**src/rtl/vcfg_pkg.sv**
```systemverilog
package vcfg_pkg;

   // Field positions inside the type word; the reserved range and the
   // illegal flag depend on XLEN and are derived in the modules.
   localparam int unsigned GRP_LSB  = 0;
   localparam int unsigned GRP_W    = 2;
   localparam int unsigned EW_LSB   = 2;
   localparam int unsigned EW_W     = 3;
   localparam int unsigned DIV_LSB  = 5;
   localparam int unsigned DIV_W    = 2;
   localparam int unsigned RSV_LSB  = 7;

   // Smallest element width is 2^3 bits.
   localparam int unsigned EW_BASE_LOG = 3;

   // Individual causes that make a type word illegal.
   typedef enum int unsigned {
      CAUSE_WIDTH   = 0,
      CAUSE_FLAG    = 1,
      CAUSE_DIVIDE  = 2,
      CAUSE_RESERVE = 3
   } cause_e;
   localparam int unsigned N_CAUSES = 4;

   // Commit action selected for a decoded request.
   typedef enum logic {
      ACT_ACCEPT   = 1'b0,
      ACT_COLLAPSE = 1'b1
   } act_e;

   // The largest legal element-width code for a given ELEN.
   function automatic int unsigned max_ew_code(input int unsigned elen);
      return $clog2(elen) - EW_BASE_LOG;
   endfunction

endpackage

```
**src/rtl/vcfg_type_check.sv**
```systemverilog
module vcfg_type_check
   import vcfg_pkg::*;
#(
   parameter int unsigned XLEN = 32,
   parameter int unsigned ELEN = 64
) (
   input  logic [XLEN-1:0]  vtype_i,
   output logic [GRP_W-1:0] grp_o,
   output logic [EW_W-1:0]  ew_o,
   output act_e             act_o
);
   localparam int unsigned FLAG_BIT = XLEN - 1;
   localparam int unsigned RSV_W    = XLEN - 1 - RSV_LSB;
   localparam int unsigned EW_MAX   = max_ew_code(ELEN);

   logic [DIV_W-1:0]    div_fld;
   logic [RSV_W-1:0]    rsv_fld;
   logic [N_CAUSES-1:0] cause;

   assign grp_o   = vtype_i[GRP_LSB +: GRP_W];
   assign ew_o    = vtype_i[EW_LSB  +: EW_W];
   assign div_fld = vtype_i[DIV_LSB +: DIV_W];
   assign rsv_fld = vtype_i[RSV_LSB +: RSV_W];

   // One detector per illegal cause; the final verdict is their OR.
   for (genvar c = 0; c < N_CAUSES; c++) begin : g_cause
      if (c == CAUSE_WIDTH) begin : g_w
         assign cause[c] = (32'(ew_o) > EW_MAX);
      end else if (c == CAUSE_FLAG) begin : g_f
         assign cause[c] = vtype_i[FLAG_BIT];
      end else if (c == CAUSE_DIVIDE) begin : g_d
         assign cause[c] = |div_fld;
      end else begin : g_r
         assign cause[c] = |rsv_fld;
      end
   end

   assign act_o = (|cause) ? ACT_COLLAPSE : ACT_ACCEPT;

endmodule

```
**src/rtl/vcfg_vlmax.sv**
```systemverilog
module vcfg_vlmax
   import vcfg_pkg::*;
#(
   parameter int unsigned VLEN = 128,
   localparam int unsigned VLW = $clog2(VLEN) + 1
) (
   input  logic [GRP_W-1:0] grp_i,
   input  logic [EW_W-1:0]  ew_i,
   output logic [VLW-1:0]   vlmax_o
);
   localparam int unsigned LOG_VLEN = $clog2(VLEN);
   localparam int unsigned EXP_W    = 8;

   logic [EXP_W-1:0] num_log;
   logic [EXP_W-1:0] den_log;
   logic [EXP_W-1:0] exp_v;
   logic             exp_ok;

   // All quantities are powers of two, so the quotient is 2^(num-den).
   assign num_log = EXP_W'(LOG_VLEN) + EXP_W'(grp_i);
   assign den_log = EXP_W'(EW_BASE_LOG) + EXP_W'(ew_i);
   assign exp_ok  = (num_log >= den_log);
   assign exp_v   = num_log - den_log;

   // One-hot decode of the exponent into the length.
   for (genvar k = 0; k < VLW; k++) begin : g_bit
      assign vlmax_o[k] = exp_ok && (exp_v == EXP_W'(k));
   end

endmodule

```
**src/rtl/vcfg_grant.sv**
```systemverilog
module vcfg_grant #(
   parameter int unsigned XLEN = 32,
   parameter int unsigned VLW  = 8
) (
   input  logic [XLEN-1:0] avl_i,
   input  logic [VLW-1:0]  vlmax_i,
   output logic [XLEN-1:0] grant_o
);
   logic [XLEN-1:0] cap;

   assign cap     = XLEN'(vlmax_i);
   assign grant_o = (avl_i <= cap) ? avl_i : cap;

endmodule

```
**src/rtl/vcfg_unit.sv**
```systemverilog
module vcfg_unit
   import vcfg_pkg::*;
#(
   parameter int unsigned XLEN       = 32,
   parameter int unsigned VLEN       = 128,
   parameter int unsigned ELEN       = 64,
   parameter bit          PIPE_STAGE = 1'b0
) (
   input  logic            clk,
   input  logic            rst_n,
   input  logic            req_valid,
   input  logic [XLEN-1:0] req_avl,
   input  logic [XLEN-1:0] req_vtype,
   output logic            rsp_valid,
   output logic [XLEN-1:0] rsp_vl,
   output logic [XLEN-1:0] vl_o,
   output logic [XLEN-1:0] vtype_o,
   output logic [XLEN-1:0] vstart_o
);
   localparam int unsigned    VLW      = $clog2(VLEN) + 1;
   localparam logic [XLEN-1:0] ILL_ONLY = {1'b1, {(XLEN-1){1'b0}}};

   initial begin
      if (XLEN < 16)
         $error("vcfg_unit: XLEN must be at least 16");
      if ((VLEN & (VLEN - 1)) != 0 || (ELEN & (ELEN - 1)) != 0)
         $error("vcfg_unit: VLEN and ELEN must be powers of two");
      if (ELEN < 8 || ELEN > 64)
         $error("vcfg_unit: ELEN must lie between 8 and 64");
      if (VLEN < ELEN)
         $error("vcfg_unit: VLEN must not be below ELEN");
      if (VLW > XLEN)
         $error("vcfg_unit: VLEN too large for XLEN");
   end

   // ---------------- decode ----------------
   logic [GRP_W-1:0] d_grp;
   logic [EW_W-1:0]  d_ew;
   act_e             d_act;
   logic [VLW-1:0]   d_vlmax;
   logic [XLEN-1:0]  d_grant;

   vcfg_type_check #(.XLEN(XLEN), .ELEN(ELEN)) u_check (
      .vtype_i (req_vtype),
      .grp_o   (d_grp),
      .ew_o    (d_ew),
      .act_o   (d_act)
   );

   vcfg_vlmax #(.VLEN(VLEN)) u_vlmax (
      .grp_i   (d_grp),
      .ew_i    (d_ew),
      .vlmax_o (d_vlmax)
   );

   vcfg_grant #(.XLEN(XLEN), .VLW(VLW)) u_grant (
      .avl_i   (req_avl),
      .vlmax_i (d_vlmax),
      .grant_o (d_grant)
   );

   // ---------------- optional stage ----------------
   logic            c_valid;
   act_e            c_act;
   logic [XLEN-1:0] c_grant;
   logic [XLEN-1:0] c_vtype;

   if (PIPE_STAGE) begin : g_pipe
      logic            p_valid;
      act_e            p_act;
      logic [XLEN-1:0] p_grant;
      logic [XLEN-1:0] p_vtype;

      always_ff @(posedge clk or negedge rst_n) begin
         if (!rst_n) begin
            p_valid <= 1'b0;
            p_act   <= ACT_COLLAPSE;
            p_grant <= '0;
            p_vtype <= '0;
         end else begin
            p_valid <= req_valid;
            if (req_valid) begin
               p_act   <= d_act;
               p_grant <= d_grant;
               p_vtype <= req_vtype;
            end
         end
      end

      assign c_valid = p_valid;
      assign c_act   = p_act;
      assign c_grant = p_grant;
      assign c_vtype = p_vtype;
   end else begin : g_flow
      assign c_valid = req_valid;
      assign c_act   = d_act;
      assign c_grant = d_grant;
      assign c_vtype = req_vtype;
   end

   // ---------------- commit ----------------
   logic [XLEN-1:0] nx_vl;
   logic [XLEN-1:0] nx_vtype;

   always_comb begin
      if (c_act == ACT_COLLAPSE) begin
         nx_vl    = '0;
         nx_vtype = ILL_ONLY;
      end else begin
         nx_vl    = c_grant;
         nx_vtype = c_vtype;
      end
   end

   always_ff @(posedge clk or negedge rst_n) begin
      if (!rst_n) begin
         vtype_o   <= ILL_ONLY;
         vl_o      <= '0;
         vstart_o  <= '0;
         rsp_vl    <= '0;
         rsp_valid <= 1'b0;
      end else begin
         rsp_valid <= c_valid;
         if (c_valid) begin
            vtype_o  <= nx_vtype;
            vl_o     <= nx_vl;
            vstart_o <= '0;
            rsp_vl   <= nx_vl;
         end
      end
   end

endmodule

```
**config.mk**
```make
export PLATFORM = sky130hd
export DESIGN_NAME = vcfg_unit
export DESIGN_NICKNAME = d
export VERILOG_FILES = /design/src/rtl/vcfg_pkg.sv /design/src/rtl/vcfg_type_check.sv /design/src/rtl/vcfg_vlmax.sv /design/src/rtl/vcfg_grant.sv /design/src/rtl/vcfg_unit.sv
export SDC_FILE = /design/constraint.sdc
export NUM_CORES = 1
export LEC_CHECK = 0
export BUFFER_PORTS_ARGS = -buffer_cell sky130_fd_sc_hd__buf_2
export CORE_MARGIN = 3
export CORE_UTILIZATION = 44
export CTS_BUF_LIST = sky130_fd_sc_hd__clkbuf_4 sky130_fd_sc_hd__clkbuf_8 sky130_fd_sc_hd__clkbuf_16
export DETAILED_ROUTE_END_ITERATION = 10
export PLACE_DENSITY = 0.8
export SYNTH_ARGS = -nofsm -noshare
export SYNTH_HDL_FRONTEND = slang
export SYNTH_SLANG_ARGS = --single-unit
```
**constraint.sdc**
```tcl
create_clock -name clk -period 1 [get_ports clk]
set_input_delay 0.15 -clock clk [delete_from_list [all_inputs] [get_ports clk]]
set_output_delay 0.15 -clock clk [all_outputs]
set_load 0.005 [all_outputs]
```
## Yosys cells after proc, flatten, opt, wreduce, memory -nomap -nowiden

Cells that the tools add are included.

- Muxes and demuxes: 4
- $lt $le $gt $ge: 3
- Add/sub/neg operators: 3
- Eq/ne operators: 7
- Reductions and logical operators: 10

Operators with widths:

| cell | number |
|---|---|
| two-way mux 32 bit | 3 |
| equality test 8 x 3 -> 1 bit (second input constant) | 4 |
| <= comparator 32 x 8 -> 1 bit | 1 |
| OR reduction 28 bit | 1 |
| equality test 8 x 2 -> 1 bit (second input constant) | 2 |
| equality test 8 x 1 -> 1 bit (second input constant) | 1 |
| greater-or-equal comparator 8 bit | 1 |
| logical AND 1 bit | 8 |
| zero test 8 bit | 1 |
| subtractor 8 bit | 1 |
| adder 2 x 3 -> 4 bit (first input constant) | 1 |
| adder 3 x 2 -> 4 bit (first input constant) | 1 |
| > comparator 3 x 2 -> 1 bit (second input constant) | 1 |
| two-way mux 1 bit | 1 |

- Input port bits: 67
- Word-level logic and storage cells: 30
- Output and inout bits: 129
- Register bits after elaboration: 65

## Logic depth before layout (Yosys ltp)

Gate-level depths: netlist (run 1).

- Depth in word-level cells: 7
- Depth in mapped cells: 19
- Depth with buffers taken out: 17

## Cells and area by module

From an unflattened synthesis (run 1), not the netlist that was laid out.

- Cell total of the unflattened synthesis: 467
- Area, all modules: 4,204.0 µm²

Modules (own cells, without submodules):

| module | sequential area each (µm²) | times used | area an instance (µm²) | cells each |
|---|---|---|---|---|
| vcfg_unit | 1,627.8 | 1 | 3,261.9 | 342 |
| vcfg_grant | 0.0 | 1 | 541.8 | 70 |
| vcfg_vlmax | 0.0 | 1 | 304.0 | 41 |
| vcfg_type_check | 0.0 | 1 | 96.3 | 14 |

## Least setup slack after synthesis (run 1)

No wires, ideal clock.

- Kind: in2reg
- Start: input port req_vtype[0]
- End: register vl_o[4]
- Slack: -2.656 ns
- Path buffers: 2
- Setup time: 0.124 ns
- Arrival: 3.532 ns
- Cell stages on the path: 19
- Data required time: 0.876 ns
- Cells stage by stage: inv_1 -> ha_1 -> inv_1 -> ha_1 -> and2b_2 -> a221oi_2 -> xor2_1 -> a32oi_2 -> nor2b_2 -> buf_6 -> nand2_1 -> ha_1 -> a211o_1 -> o211ai_1 -> a31oi_1 -> a211oi_1 -> clkbuf_1 -> nor2_1 -> a211o_1

- Cells in the longest elaborated chain, start to end: 7
- Elaborated cells on any way between the ends: 22
- Those cells by class: 2 x add/sub; 2 x order compare; 7 x eq/ne; 2 x mux; 9 x reduce/logical

Ends and longest elaborated chain:

| element | RTL line | source |
|---|---|---|
| start: declaration | vcfg_unit.sv:13 | `input logic [XLEN-1:0] req_vtype,` |
| adder 3 x 2 -> 4 bit (*) | vcfg_vlmax.sv:20 | `assign num_log = EXP_W'(LOG_VLEN) + EXP_W'(grp_i);` |
| subtractor 8 bit | vcfg_vlmax.sv:23 | `assign exp_v = num_log - den_log;` |
| equality test 8 x 1 -> 1 bit (tied with other cells) | vcfg_vlmax.sv:27 | `assign vlmax_o[k] = exp_ok && (exp_v == EXP_W'(k));` |
| logical AND 1 bit | vcfg_vlmax.sv:27 |  |
| <= comparator 32 x 8 -> 1 bit | vcfg_grant.sv:12 | `assign grant_o = (avl_i <= cap) ? avl_i : cap;` |
| two-way mux 32 bit (*) | vcfg_grant.sv:12 |  |
| two-way mux 32 bit (*) | vcfg_unit.sv:106 | `if (c_act == ACT_COLLAPSE) begin` |
| end signal: assignment | vcfg_unit.sv:126 | `vl_o <= nx_vl;` |
| end: declaration | vcfg_unit.sv:16 | `output logic [XLEN-1:0] vl_o,` |

Mark *: on every way between the ends. The rest lies on a longest branch, timed or not.
A chain may end at the register's enable or synchronous reset.

## Final worst setup path (run 1)

- Start: input port req_vtype[0]
- End: register vl_o[2]

The elaborated chain is that of the path after synthesis.

==> impl_results.md, run 1 <==
- Outcome: finished with violations
- Failing checks: setup timing
- Total number of vias: 2,794
- CTS Root Cell: clkbuf_8
- Die ar.: roughly 8700 µm²
- GRT Util Overall: 18.81%
- Worst r2r path cells: 3
- Largest family of logic cells by synthesized area: simple AND/OR/NAND/NOR gates
- CP max stage cell: a211oi_2
- CP Depth: 19
- CP top delay family: compound AO/OA/AOI/OAI gates
- Place WS: -2.716 ns
- Wire per inst: between 10 and 15 µm
- GR Overflow Total: 0
- Worst setup EP type: register
- Compound-cell area share of the yosys netlist: between 6 and 7%
- Sequential fraction of the synthesis area: a little under 50%
- Top layer in use: met4
- Arr. time, crit path: about 3.4 ns
- Setup Viol. Count Final: a little over 50
- Synth Register Bits: 65
- Via count of the first global-routing pass: 2,734
- Buf/Inv on CP: 4
- Dpl cells: approximately 570
- Drt initial violations: between 60 and 70
- CP Launch Type: input port
- Maxcap violations: 0
- Post-route cell area: slightly above 5000 µm²
- Die W: slightly above 90 µm
- CTS Buf Count: 9
- CP Max Fanout: 4
- Fmax achieved: 319.2 MHz
- Hold Path Class: in2reg
- Synth Area in Adders: 6.533%
- Starting density of the core: between 40% and 50%
- Fin util: about 69%
- Antenna diode count: 0
- Final Hold Fails: 0
- Tcrit/Tclk final: 313.3%
- Row cnt: 31
- PwrDens: between 1000 and 1500 nW/µm²
- Post-Synth XOR/XNOR Area: 1.782%
- CP most frequent cell: ha_4
- Non-filler cells in the finished layout: just over 600
- WL final: around 8.6 mm
- Drt pass-1 iters: 4
- M1 wire length: about 3.5 mm
- H-tree depth: 3
- Final Max Tran Viols: 0
- Synth warn: 0
- Clock Pin Slew Worst Setup and Hold Paths: about 0.08 ns
- Total clock sinks: between 60 and 70
- CTS tree: built
- Critical path cell sequence: buf_12, inv_12, ha_4, inv_2, ha_4, and2b_2, a221oi_4, xor2_1, a32oi_2, nor2b_4, nand2_4, ha_4, a211o_1, o211ai_1, a31oi_1, a211oi_2, buf_4, nor2_4, a211o_1
- Die height: 93.53 µm
- # port buffers: 163
- Worst clock skew: 0 ns
- DRC: 0
- Final Net Count: between 500 and 600
- Detailed placer's ending HPWL: approximately 6.2 mm
- Antenna violations before repair: 0
- Syn_area_per_cell: about 11 µm²
- Area post-placement: between 4000 and 5000 µm²
- Max Root-Sink Buffers: 2
- Final setup margin: -2.133 ns
- Leakage Power: between 2 and 3 nW
- Most frequent cells in the layout: 154 x buf_2, 64 x dfrtp_1, 59 x nor2b_1
- Largest net degree at the start of global routing: a little over 60
- Fraction of layout cells with a size suffix above 1: between 50% and 60%
- Unrepaired setup endpoints after global routing: yes
- Final Critical Period: between 3 and 4 ns
- Placer congestion estimate: around 0.86
- Routed length on met3: approximately 600 µm
- Syn Inst Count: ~310
- Yosys cell types: 39
- Critical path class: in2reg
- Peak VDD IR: a little over 0.0006 V
- Area delta synth->final: 49.33%
- Antenna-violating nets left: 0
- Num ports: just under 200
- Hold path depth: 2
- Wire length on met2: approximately 4.4 mm
- Post-Synth Simple-Gate Area: roughly 20%
- Core Footprint: 7331 µm²
- Vias/cell: 4.580
- Commonest non-fill, non-tap cell in the layout: buf_2
- CP required: approximately 1.2 ns
- Post-synthesis mux area share: 0%
- Clk_lat worst skew: 0.33 ns
- First-pass GRT wire length: 12.88 mm
- CP max stage delay: 0.28 ns
- Synth Cell Area: roughly 3400 µm²
through the flow:
step	TNS, ns	power (mW)	hold slack, ns
finish	-17.76	6.748	0.05247
CTS	-18.69	6.767	0.04234
global placement	-22.84	3.595	0.03966
global route	-22.77	7.035	0.03954
floorplan	-19.19	3.226	-0.1456
detailed placement	-24.72	3.635	0.04047
flip-flops by register name (all words and copies together) (netlist names):
name and count:
rsp_valid 1, vl_o 32, vtype_o 32
cell families (layout without fill, tap and decap cells):
group | after synthesis | after routing
flip-flops | 65 | 65
other | 1 | 32
AO/OA/AOI/OAI | 27 | 27
adder cells (fa/ha/maj) | 17 | 17
buffers and inverters | 84 | 250
AND/OR/NAND/NOR | 115 | 115
XOR/XNOR | 5 | 5
synth_stat cells:
| master | n | area [µm²] |
|---|---|---|
| a22o_1 | 4 | 35.03 |
| nor2b_1 | 59 | 369.1 |
| nand2b_1 | 1 | 6.260 |
| a21o_1 | 1 | 7.510 |
| a21bo_2 | 2 | 20.02 |
| buf_6 | 1 | 11.26 |
| nor3_1 | 2 | 10.01 |
| a21oi_1 | 2 | 10.01 |
| clkbuf_1 | 7 | 26.28 |
| buf_4 | 64 | 480.5 |
| a221oi_2 | 1 | 15.01 |
| dfrtp_1 | 64 | 1602 |
| and3_1 | 6 | 37.54 |
| o311ai_0 | 1 | 8.760 |
| nand4_1 | 5 | 31.28 |
| a32oi_2 | 1 | 16.27 |
| nor2_2 | 1 | 6.260 |
| o21ai_0 | 1 | 5.000 |
| a31oi_1 | 2 | 12.51 |
| xor3_2 | 1 | 25.02 |
| nor4b_1 | 1 | 8.760 |
| buf_2 | 1 | 5.000 |
| and2b_2 | 1 | 8.760 |
| nor2_1 | 11 | 41.29 |
| a32oi_1 | 2 | 17.52 |
| xnor2_1 | 2 | 17.52 |
| o211ai_1 | 2 | 15.01 |
| dfstp_2 | 1 | 26.28 |
| nor2b_2 | 1 | 8.760 |
| a211oi_1 | 1 | 7.510 |
| conb_1 | 1 | 3.750 |
| nor3b_1 | 1 | 7.510 |
| nand2_1 | 14 | 52.55 |
| nor4_1 | 12 | 75.07 |
| inv_1 | 11 | 41.29 |
| ha_1 | 16 | 200.2 |
| a211o_1 | 7 | 61.31 |
| xor2_1 | 2 | 17.52 |
| fa_1 | 1 | 20.02 |
report_power, final:
group / internal (mW) / switching, mW
clock: 1.99 / 1.03
sequential: 2.63 / 0.000310
combinational: 0.548 / 0.549
total: 5.17 / 1.58
worst paths after layout:
check	startpoint	end	slack, ns
worst max-delay path	req_vtype[0]	vl_o[2]$_DFFE_PN0P_	-2.13
max in group asynchronous	rst_n	vtype_o[31]$_DFFE_PN1P_	0.32
worst min-delay path	req_vtype[1]	vtype_o[1]$_DFFE_PN0P_	0.05
min in group asynchronous	rst_n	vl_o[16]$_DFFE_PN0P_	0.24
worst max register to register	vtype_o[1]$_DFFE_PN0P_	vtype_o[1]$_DFFE_PN0P_	0.05
worst min register to register	vtype_o[18]$_DFFE_PN0P_	vtype_o[18]$_DFFE_PN0P_	0.50
routing by layer:
layer | GRT usage [%] | up-vias
met5 | 0 | -
met4 | 9.280 | 0
met3 | 3.218 | 8
met2 | 32.10 | 121
met1 | 22.84 | 1334
li1 | - | 1331
what timing repair did:
item / in CTS / in global routing
endpoints found under the hold margin: 64 / 0
gates resized for setup: 27 / 12
pin swaps: 12 / 8
hold buffers: 1 / 0
endpoints found under the setup margin: 101 / 109
buffers inserted: 13 / 7
cell type report:
| type | instances | area, µm² |
|---|---|---|
| tap | 99 | 123.9 |
| inverter | 11 | 63.81 |
| clock inverter | 6 | 137.6 |
| sequential | 65 | 1628 |
| timing repair buffer | 223 | 1395 |
| clock buffer | 10 | 137.6 |
| multi-input combinational | 196 | 1548 |
| fill | 555 | 2297 |
Note: power is estimated with default switching activity, not from simulation.
==> run 2: changes to the inputs <==
CORE_ASPECT_RATIO = 2   (was default)
==> impl_results.md, run 2 (same netlist as run 1, synthesis figures left out) <==
- Outcome: finished with violations (unchanged)
- Failing checks: setup timing (unchanged)
- Core Footprint: 7377 µm² (was 7331 µm²)
- Fin util: 67.40% (was 68.66%)
- Via count of the first global-routing pass: 2,794 (was 2,734)
- Clock power share: 46.9% (was 44.8%)
- CP Max Fanout: 6 (was 4)
- Fmax achieved: 307.6 MHz (was 319.2 MHz)
- Worst clock skew: 0 ns (unchanged)
- Total clock sinks: 65 (unchanged)
- PwrDens: 1409 nW/µm² (was 1341 nW/µm²)
- Final Critical Period: 3.251 ns (was 3.133 ns)
- Final Hold Fails: 0 (unchanged)
- Drt pass-1 iters: 4 (unchanged)
- Peak VDD IR: 0.0007644 V (was 0.0006143 V)
- CTS tree: built (unchanged)
- GR Overflow Total: 0 (unchanged)
- Die W: 67.89 µm (was 93.53 µm)
- WL final: 8.694 mm (was 8.630 mm)
- Final Max Tran Viols: 0 (unchanged)
- Area delta synth->final: 47.51% (was 49.33%)
- Total number of vias: 2,814 (was 2,794)
- Footprint of the multi-input gates: 1531 µm² (was 1548 µm²)
- Vias/cell: 4.737 (was 4.580)
- Commonest non-fill, non-tap cell in the layout: buf_2 (unchanged)
- Maxcap violations: 0 (unchanged)
- Register-to-register setup slack: 0.07 ns (was 0.05 ns)
- Antenna violations before repair: 0 (unchanged)
- Area post-placement: 4342 µm² (was 4363 µm²)
- Antenna-violating nets left: 0 (unchanged)
- Starting density of the core: 45.69% (was 45.98%)
- Most frequent cells in the layout: 157 x buf_2, 64 x dfrtp_1, 59 x nor2b_1 (was 154 x buf_2, 64 x dfrtp_1, 59 x nor2b_1)
- First-pass GRT wire length: 12.85 mm (was 12.88 mm)
- Dpl cells: 566 (was 573)
- Internal: 5.460 mW (was 5.168 mW)
- # port buffers: 163 (unchanged)
- Register Area: 1628 µm² (unchanged)
- Num ports: 196 (unchanged)
- Clk_lat worst skew: 0.32 ns (was 0.33 ns)
- Drt initial violations: 91 (was 61)
- Critical path class: in2reg (unchanged)
- Non-filler cells in the finished layout: 594 (was 610)
- Antenna diode count: 0 (unchanged)
- Die ar.: 8811 µm² (was 8747 µm²)
- Leakage Power: 2.848 nW (was 2.881 nW)
- GR Layer Usage met2: 34.92% (was 32.10%)
- Final setup margin: -2.251 ns (was -2.133 ns)
- Arr. time, crit path: 3.45 ns (was 3.35 ns)
- Detailed placer's ending HPWL: 6.675 mm (was 6.250 mm)
- Row cnt: 44 (was 31)
- Tcrit/Tclk final: 325.1% (was 313.3%)
- CP max stage delay: 0.31 ns (was 0.28 ns)
- Largest registers: vl_o x32, vtype_o x32, rsp_valid x1 (unchanged)
- Final Net Count: 582 (was 590)
- H-tree depth: 3 (unchanged)
- Sequential power share: 37.6% (was 39.0%)
- Setup Viol. Count Final: 31 (was 51)
- CTS Buf Count: 9 (unchanged)
- Placer congestion estimate: 0.8954 (was 0.8580)
- Largest net degree at the start of global routing: 66 (was 61)
- CP Launch Type: input port (unchanged)
- Most Crowded Layer GR: met2 (unchanged)
- Final hold slack: 0.07239 ns (was 0.05247 ns)
- DRC: 0 (unchanged)
- Clock Pin Slew Worst Setup and Hold Paths: 0.05 ns (was 0.08 ns)
- Post-route cell area: 4972 µm² (was 5034 µm²)
- Unrepaired setup endpoints after global routing: yes (unchanged)
- Fillers: 579 (was 555)
- Die height: 129.8 µm (was 93.53 µm)
- M1 GR Usage: 19.48% (was 22.84%)
- CP max stage cell: a211oi_2 (unchanged)
- Setup TNS: -19.30 ns (was -17.76 ns)
- Grt met3 use: 3.962% (was 3.218%)
- Worst setup EP type: register (unchanged)
- Sw Pwr: 1.547 mW (was 1.580 mW)
- Wire per inst: 14.64 µm (was 14.15 µm)
- Max Root-Sink Buffers: 2 (unchanged)
- Logic pwr share: 15.4% (was 16.3%)
- CP most frequent cell: ha_4 (unchanged)
- CTS Root Cell: clkbuf_16 (was clkbuf_8)
- GRT Util Overall: 19.55% (was 18.81%)
- Sw Ratio: 22.07% (was 23.42%)
- CP required: 1.20 ns (was 1.21 ns)
- Critical path cell sequence: buf_12, inv_12, ha_4, inv_2, ha_4, and2b_2, a221oi_4, xor2_1, a32oi_2, nor2b_4, nand2_4, ha_4, a211o_1, o211ai_1, a31oi_1, a211oi_2, buf_6, nor2_4, a211o_1 (was buf_12, inv_12, ha_4, inv_2, ha_4, and2b_2, a221oi_4, xor2_1, a32oi_2, nor2b_4, nand2_4, ha_4, a211o_1, o211ai_1, a31oi_1, a211oi_2, buf_4, nor2_4, a211o_1)
- Hold Path Class: in2reg (unchanged)
- Fraction of layout cells with a size suffix above 1: 53.59% (was 54.21%)
run 2: cell types whose count changed in the layout (fill, tap and decap cells not counted), sizes merged:
cell | before | now
inv | 12 | 11
bufinv | 4 | 2
buf | 222 | 213
clkbuf | 10 | 13
run 2: final cells by class:
| type | instances | area share, % |
|---|---|---|
| sequential | 65 | 32.74 |
| clock buffer | 12 | 5.108 |
| multi-input combinational | 196 | 30.80 |
| timing repair buffer | 215 | 26.55 |
| tap | 92 | 2.315 |
| inverter | 11 | 1.183 |
| clock inverter | 3 | 1.309 |
run 2: final timing paths:
kind | start | end | cells past startpoint
min in group asynchronous | rst_n | vl_o[17]$_DFFE_PN0P_ | 3
max in group asynchronous | rst_n | vtype_o[31]$_DFFE_PN1P_ | 3
hold / removal | req_vtype[1] | vtype_o[1]$_DFFE_PN0P_ | 2
setup reg to reg | vl_o[0]$_DFFE_PN0P_ | vl_o[0]$_DFFE_PN0P_ | 2
hold reg to reg | vtype_o[19]$_DFFE_PN0P_ | vtype_o[19]$_DFFE_PN0P_ | 1
setup / recovery | req_vtype[0] | vl_o[4]$_DFFE_PN0P_ | 19
run 2: timing repair:
item / 4_1_cts / 5_1_grt
setup buffers: 7 / 4
hold buffers: 1 / 0
endpoints found under the hold margin: 64 / 0
cloned: 1 / 1
pin swaps: 8 / 4
gates resized for setup: 26 / 11
setup endpoints to repair: 47 / 86
run 2: layer usage:
metal	routed length [µm]	part of all wire, %	vias up
met5	0	0	-
met4	421	4.8	0
met3	539	6.2	36
met2	4822	55	140
met1	2911	33	1320
li1	-	-	1318
run 2: power by group through the flow:
| stage | sequential (mW) | combinational [mW] | clock, mW |
|---|---|---|---|
| 2_1_floorplan | 2.68 | 0.544 | 0 |
| 5_1_grt | 2.63 | 1.18 | 3.48 |
| 3_5_place_dp | 2.68 | 0.939 | 0 |
| 6_report | 2.64 | 1.08 | 3.29 |
| 4_1_cts | 2.64 | 1.05 | 3.34 |
| 3_3_place_gp | 2.68 | 0.893 | 0 |
run 2: worst max-delay path, delay by kind of cell:
kind / cells / cell delay [ns]
buf+inv: 4 / 0.36
simple gates: 4 / 0.56
compound gates: 7 / 1.45
fa+ha+maj: 3 / 0.70
xor+xnor: 1 / 0.24
run 2: through the flow:
step	power [mW]	worst slack [ns]
detailed placement	3.620	-2.774
finish	7.007	-2.251
global placement	3.573	-2.581
floorplan	3.226	-2.288
CTS	7.033	-2.210
global route	7.289	-2.411
